--- src/rtl/aud_rx_pkg.sv ---
package aud_rx_pkg;

  localparam int SAMPLE_W = 24;
  localparam int CNT_W    = 6;

  typedef struct packed {
    logic [CNT_W-1:0] slot;
    logic [4:0]       wlen;
    logic             rjust;
    logic             dly;
    logic             slave_only;
    logic             reserved;
  } fmt_t;

  function automatic fmt_t decode_fmt(input logic [2:0] code);
    fmt_t f;
    f = '{slot: 6'd32, wlen: 5'd24, rjust: 1'b0, dly: 1'b0,
          slave_only: 1'b0, reserved: 1'b0};
    case (code)
      3'd1: f.dly = 1'b1;
      3'd2: begin f.wlen = 5'd16; f.rjust = 1'b1; end
      3'd3: f.rjust = 1'b1;
      3'd4: begin f.slot = 6'd24; f.slave_only = 1'b1; end
      3'd5: f.reserved = 1'b1;
      3'd6: begin f.slot = 6'd24; f.wlen = 5'd16; f.rjust = 1'b1; f.slave_only = 1'b1; end
      3'd7: begin f.slot = 6'd24; f.rjust = 1'b1; f.slave_only = 1'b1; end
      default: ;
    endcase
    return f;
  endfunction

  function automatic logic [CNT_W-1:0] word_first(input fmt_t f);
    if (f.rjust) return f.slot - {1'b0, f.wlen};
    return {{(CNT_W-1){1'b0}}, f.dly};
  endfunction

  function automatic logic [CNT_W-1:0] word_last(input fmt_t f);
    return word_first(f) + {1'b0, f.wlen} - 6'd1;
  endfunction

  function automatic logic [SAMPLE_W-1:0] align_word(input fmt_t f,
                                                     input logic [SAMPLE_W-1:0] sh);
    if (f.wlen == 5'd16) return {sh[15:0], 8'h00};
    return sh;
  endfunction

endpackage

--- src/rtl/aud_rx_clkgen.sv ---
module aud_rx_clkgen #(
  parameter int HALF_LOG2 = 5
) (
  input  logic clk,
  input  logic rst_n,
  input  logic run,
  input  logic tick,
  input  logic sclk_pol,
  input  logic fs_pol,
  output logic sclk_gen,
  output logic fs_gen
);
  localparam int PW = HALF_LOG2 + 2;

  logic [PW-1:0] phase;

  always_ff @(posedge clk) begin
    if (!rst_n)      phase <= '0;
    else if (!run)   phase <= '0;
    else if (tick)   phase <= phase + 1'b1;
  end

  // odd phase = sampling level, so the frame bit flips on the other edge
  assign sclk_gen = phase[0] ^ ~sclk_pol;
  assign fs_gen   = phase[PW-1] ^ fs_pol;
endmodule

--- src/rtl/aud_rx_edge.sv ---
module aud_rx_edge (
  input  logic clk,
  input  logic rst_n,
  input  logic sclk,
  input  logic sclk_pol,
  output logic bit_ev
);
  logic sclk_q;
  logic primed;

  always_ff @(posedge clk) begin
    if (!rst_n) begin
      sclk_q <= 1'b0;
      primed <= 1'b0;
    end else begin
      sclk_q <= sclk;
      primed <= 1'b1;
    end
  end

  assign bit_ev = primed && (sclk != sclk_q) && (sclk == sclk_pol);
endmodule

--- src/rtl/aud_rx_frame.sv ---
module aud_rx_frame
  import aud_rx_pkg::*;
(
  input  logic                clk,
  input  logic                rst_n,
  input  logic                en,
  input  logic                slave,
  input  logic                fs_pol,
  input  fmt_t                fmt,
  input  logic                bit_ev,
  input  logic                fs_lvl,
  input  logic                sd,
  output logic                word_done,
  output logic                word_right,
  output logic [SAMPLE_W-1:0] word_val,
  output logic                frame_err
);
  logic             fs_prev, fs_vld, synced;
  logic [CNT_W-1:0] cnt, cnt_now, first, last;
  logic [SAMPLE_W-1:0] sh, sh_next;
  logic             fs_chg, in_word, sync_now, early_edge;

  assign first    = word_first(fmt);
  assign last     = word_last(fmt);
  assign fs_chg   = fs_vld && (fs_lvl != fs_prev);
  assign cnt_now  = fs_chg ? '0 : ((cnt == '1) ? cnt : cnt + 1'b1);
  assign in_word  = (cnt_now >= first) && (cnt_now <= last);
  assign sync_now = synced || fs_chg;
  assign sh_next  = {sh[SAMPLE_W-2:0], sd};
  assign early_edge = slave && synced && fs_chg && (cnt != fmt.slot - 6'd1);

  assign word_done  = bit_ev && en && sync_now && (cnt_now == last);
  assign word_right = fs_lvl ^ fs_pol;
  assign word_val   = align_word(fmt, sh_next);

  always_ff @(posedge clk) begin
    if (!rst_n) begin
      fs_prev   <= 1'b0;
      fs_vld    <= 1'b0;
      synced    <= 1'b0;
      cnt       <= '0;
      sh        <= '0;
      frame_err <= 1'b0;
    end else if (!en) begin
      fs_vld <= 1'b0;
      synced <= 1'b0;
    end else if (bit_ev) begin
      fs_prev <= fs_lvl;
      fs_vld  <= 1'b1;
      cnt     <= cnt_now;
      if (fs_chg)     synced    <= 1'b1;
      if (in_word)    sh        <= sh_next;
      if (early_edge) frame_err <= 1'b1;
    end
  end
endmodule

--- src/rtl/aud_rx_out.sv ---
module aud_rx_out #(
  parameter int W = 24
) (
  input  logic         clk,
  input  logic         rst_n,
  input  logic         en,
  input  logic         word_done,
  input  logic         word_right,
  input  logic [W-1:0] word_val,
  output logic [W-1:0] smp_left,
  output logic [W-1:0] smp_right,
  output logic         smp_valid
);
  logic [W-1:0] left_hold;
  logic         left_ok;

  always_ff @(posedge clk) begin
    if (!rst_n) begin
      left_hold <= '0;
      left_ok   <= 1'b0;
      smp_left  <= '0;
      smp_right <= '0;
      smp_valid <= 1'b0;
    end else begin
      smp_valid <= 1'b0;
      if (!en) begin
        left_ok <= 1'b0;
      end else if (word_done && !word_right) begin
        left_hold <= word_val;
        left_ok   <= 1'b1;
      end else if (word_done && word_right && left_ok) begin
        smp_left  <= left_hold;
        smp_right <= word_val;
        smp_valid <= 1'b1;
        left_ok   <= 1'b0;
      end
    end
  end
endmodule

--- src/rtl/aud_ser_rx.sv ---
module aud_ser_rx
  import aud_rx_pkg::*;
(
  input  logic                clk,
  input  logic                rst_n,
  input  logic [2:0]          cfg_mode,
  input  logic                cfg_master,
  input  logic                cfg_sclk_pol,
  input  logic                cfg_fs_pol,
  input  logic                tick,
  input  logic                sclk_in,
  input  logic                fs_in,
  input  logic                sd_in,
  output logic                sclk_out,
  output logic                fs_out,
  output logic [SAMPLE_W-1:0] smp_left,
  output logic [SAMPLE_W-1:0] smp_right,
  output logic                smp_valid,
  output logic                mode_err,
  output logic                frame_err
);
  fmt_t fmt;
  logic en, sclk_sel, fs_sel, bit_ev, word_done, word_right;
  logic [SAMPLE_W-1:0] word_val;

  assign fmt      = decode_fmt(cfg_mode);
  assign mode_err = fmt.reserved || (cfg_master && fmt.slave_only);
  assign en       = !mode_err;

  aud_rx_clkgen #(.HALF_LOG2(5)) i_clkgen (
    .clk(clk), .rst_n(rst_n), .run(cfg_master), .tick(tick),
    .sclk_pol(cfg_sclk_pol), .fs_pol(cfg_fs_pol),
    .sclk_gen(sclk_out), .fs_gen(fs_out));

  assign sclk_sel = cfg_master ? sclk_out : sclk_in;
  assign fs_sel   = cfg_master ? fs_out   : fs_in;

  aud_rx_edge i_edge (
    .clk(clk), .rst_n(rst_n), .sclk(sclk_sel), .sclk_pol(cfg_sclk_pol),
    .bit_ev(bit_ev));

  aud_rx_frame i_frame (
    .clk(clk), .rst_n(rst_n), .en(en), .slave(!cfg_master),
    .fs_pol(cfg_fs_pol), .fmt(fmt), .bit_ev(bit_ev), .fs_lvl(fs_sel),
    .sd(sd_in), .word_done(word_done), .word_right(word_right),
    .word_val(word_val), .frame_err(frame_err));

  aud_rx_out #(.W(SAMPLE_W)) i_out (
    .clk(clk), .rst_n(rst_n), .en(en), .word_done(word_done),
    .word_right(word_right), .word_val(word_val),
    .smp_left(smp_left), .smp_right(smp_right), .smp_valid(smp_valid));
endmodule

--- config.mk ---
export PLATFORM = sky130hd
export DESIGN_NAME = aud_ser_rx
export DESIGN_NICKNAME = d
export VERILOG_FILES = /design/src/rtl/aud_rx_pkg.sv /design/src/rtl/aud_rx_clkgen.sv /design/src/rtl/aud_rx_edge.sv /design/src/rtl/aud_rx_frame.sv /design/src/rtl/aud_rx_out.sv /design/src/rtl/aud_ser_rx.sv
export SDC_FILE = /design/constraint.sdc
export NUM_CORES = 1
export LEC_CHECK = 0
export CAP_MARGIN = 20
export CELL_PAD_IN_SITES_DETAIL_PLACEMENT = 0
export CELL_PAD_IN_SITES_GLOBAL_PLACEMENT = 1
export CORE_MARGIN = 4
export CORE_UTILIZATION = 44
export DETAILED_ROUTE_END_ITERATION = 16
export DONT_BUFFER_PORTS = 1
export HOLD_SLACK_MARGIN = 0.02
export PLACE_DENSITY_LB_ADDON = 0.3
export SYNTH_ARGS = -nofsm -noshare
export SYNTH_HDL_FRONTEND = slang
export SYNTH_SLANG_ARGS = --single-unit
--- constraint.sdc ---
create_clock -name clk -period 2.87 [get_ports clk]
set_input_delay 0.1435 -clock clk [delete_from_list [all_inputs] [get_ports clk]]
set_output_delay 0.1435 -clock clk [all_outputs]
set_load 0.005 [all_outputs]
==> results.yml <==
worst_hold_path:
  hold_depth: 3
  hp-start: "cfg_sclk_pol"
  holdPathEnd: "i_edge.sclk_q"
  hold_class: "in -> reg"
placed_design:
  dp_hpwl_mm: 7.32
  io_buffers: 0
  gp_congestion: 0.765
  dp.cells: 654
  placed_area_um2: 5330
clock_network:
  clkSlewWorstSetupHoldPaths_ns: 0.05
  clock-sinks: 116
  cts_buffers: 17
  clockRootBuffer: "clkbuf_16"
  clock_latency_ns: 0.41
  htreeDepth: 4
  cts_tree: "done"
  cts_max_path_buffers: 2
worst_setup_path:
  r2r-start: "i_clkgen.phase[6]"
  rr_worst_depth: 12
  cp-end-kind: "flip-flop"
  crit_fanout: 6
  cp-start-kind: "flip-flop"
  crit_type: "reg -> reg"
  ff2ff_setup_slack_ns: 0.05
  r2r_end: "i_out.left_hold[19]"
  cp.arrival_ns: 3.16
  critical_path_required_ns: 3.21
yosys:
  syn_inst: 531
  syn-num-nets: 556
  syn_avg_cell_area_um2: 9.76
  synth-async-reset-ratio: 0
  synth-seq-cells: 116
  synthFlopType: "dfxtp_1"
  synth_seq_area_share: 0.448
  netlist-cell-type-count: 57
  synth_edf_count: 0
  yosys_warnings: 0
  syn_area_um2: 5180
job:
  maxCapViolCount: 0
global_routing:
  grt_pass1_vias: 3638
  gr-total-overflow: 0
  grt_max_degree: 133
  grt_pass1_wl_mm: 18.2
  antenna_found_initial: 0
  track_usage: 0.173
timing:
  finClkSkew_ns: 0.00592
  fin_crit_sh: 0.984
  final_hold_viol_count: 0
  rsz0062_at_grt: "true"
  finalSetupViolCount: 0
  finalCriticalPeriod_ns: 2.82
  tightest_slew_ns: 0.846
  slew_headroom: 0.435
  max_freq_mhz: 354
  slew_violations: 0
pwr:
  power_density_nw_per_um2: 636
  p_leak_nw: 2.43
  irDropWorstVdd_mv: 0.433
cells_and_area:
  stdcell_count: 707
  nFillCells: 993
  drive_above_1_share: 0.188
  design_area_um2: 6410
  final_nets: 576
  syn2layout_area_growth_pct: 23.7
  diodes: 0
drt:
  remaining_drc_errors: 0
  vias_per_cell: 5.40
  drt_iter0_markers: 238
  vias: 3817
  routed_wl_mm: 12.6
  drtAntennaViolNets: 0
  wl_per_cell_um: 17.8
  dr.pass1.iters: 5
floorplan:
  num_rows: 39
  die_area_um2: 13600
  dieWidth_um: 117
  start_util: 0.452
  die_h_um: 117
  core_um2: 11500
  num_io_pins: 65
run_status:
  status: "completed"
[logic make-up after synthesis]
group / Yosys count / synth area share
buffers and inverters: 37 / 0.0362
adders and majority gates: 13 / 0.0314
muxes: 117 / 0.232
xor gates and xnor gates: 12 / 0.0217
DFF: 116 / 0.448
and+or+nand+nor: 199 / 0.182
AOI/OAI and AO/OA: 37 / 0.0483
[metrics by stage]
stage          worst slack [ns]  setup TNS [ns]  hold WS, ns  utilization  power [mW]
3_5_place_dp            -0.0602           -1.12        0.179        0.465        1.74
5_1_grt                 -0.0428           -1.23       0.0833        0.559        4.21
6_report                 0.0458               0       0.0536        0.559        4.07
2_1_floorplan          0.000254               0        0.171            -        1.75
3_3_place_gp             0.0521               0        0.180        0.465        1.74
4_1_cts                  0.0279               0       0.0433        0.530        4.11
[report_power, final]
part	leakage, nW	internal [mW]	switching (mW)	total, mW
registers	0.937	1.62	0.00524	1.62
logic	1.17	0.0546	0.0808	0.135
clock network	0.320	1.59	0.726	2.32
[routing by layer]
layer  vias up  wire length (um)  global-route usage
li1       1897                 -                   -
met3        25               582              0.0560
met4         0               237              0.0735
met2        62              6290               0.280
met5         -                 0                   0
met1      1833              5480               0.211
[cell usage in the layout (no fill, tap or decap), types with 3 or more instances in the layout]
cell           Yosys  routed
nand2_1          125     125
nand4_1            3       3
a21boi_1           4       5
dfxtp_2            0       3
o21ai_1            3       4
clkbuf_16          0      22
dfxtp_1          116     112
inv_1              5       5
or2_2              4       4
ha_4               0       3
ha_1              13      10
nor2b_1            5       5
buf_12             0       4
nand2b_1           6       6
mux2_2            16      16
or3_1              3       3
a21oi_1            9       8
clkbuf_8           0       6
and3_1             4       3
dlygate4sd3_1      0       5
o21ai_0            5       4
nand3_1           14      14
nor2_1            13      10
xnor2_1            5       5
mux2i_1          100      98
buf_6              5       6
buf_4              1      12
bufinv_16          0       4
xor2_1             6       6
[how the worst max path moves through the flow]
stage	from	to	slack [ns]	cells past startpoint
3_5_place_dp	i_clkgen.phase[6]	i_frame.sh[14]	-0.06	11
6_report	i_clkgen.phase[6]	i_out.left_hold[19]	0.05	12
5_1_grt	i_clkgen.phase[6]	i_out.left_hold[13]	-0.04	12
2_1_floorplan	i_clkgen.phase[6]	i_out.smp_right[21]	0.0003	12
3_3_place_gp	i_clkgen.phase[6]	i_frame.sh[15]	0.05	11
4_1_cts	i_clkgen.phase[6]	i_out.smp_right[0]	0.03	10
[flip-flops by register name, indices dropped and copies added, names as in the netlist, 6 cells and up]
signal           flops
i_clkgen.phase       7
i_frame.cnt          6
i_frame.sh          23
i_out.left_hold     24
i_out.smp_left      24
i_out.smp_right     24
[critical path, stage by stage, from the launching register on]
cell and delay, ns:
dfxtp_4 0.36, xnor2_4 0.20, mux2i_4 0.26, or2_4 0.19, nor2_2 0.05, ha_1 0.27, and3_4 0.18, nand4_1 0.23
buf_4 0.24, nor4_4 0.22, buf_6 0.18, buf_6 0.17, mux2i_1 0.19
[synthesized netlist by cell type (3+ instances only)]
master	instances	area (um^2)
o21ai_0	5	25.0
dfxtp_1	116	2320
or3_1	3	18.8
mux2_2	16	180
nor2b_1	5	31.3
or2_2	4	25.0
mux2i_1	100	1000
buf_2	6	30.0
nor3_1	3	15.0
xor2_1	6	52.6
inv_1	5	18.8
and3_1	4	25.0
a21oi_1	9	45.0
nand2_1	125	469
ha_1	13	163
nand4_1	3	18.8
clkbuf_1	20	75.1
nand2b_1	6	37.5
buf_6	5	56.3
xnor2_1	5	43.8
nand3_1	14	70.1
nor2_1	13	48.8
a21boi_1	4	30.0
o21ai_1	3	15.0
[repair_timing]
| action | CTS | global route |
|---|---|---|
| buffers inserted | 1 | 6 |
| cloned | 0 | 8 |
| hold buffers | 6 | 0 |
| setup endpoints to repair | 24 | 96 |
| resized for setup | 2 | 33 |
| pin swaps | 2 | 12 |
| endpoints found under the hold margin | 116 | 0 |
[layout make-up]
type                       instances  area [um^2]  area share
sequential                       116         2330       0.363
tap                              143          179      0.0279
clock buffer                      25          515      0.0804
timing repair buffer              33          440      0.0687
inverter                           5         18.8     0.00293
clock inverter                     7          141      0.0221
multi-input combinational        378         2790       0.435
No activity file was read; power rests on OpenSTA's default activity.
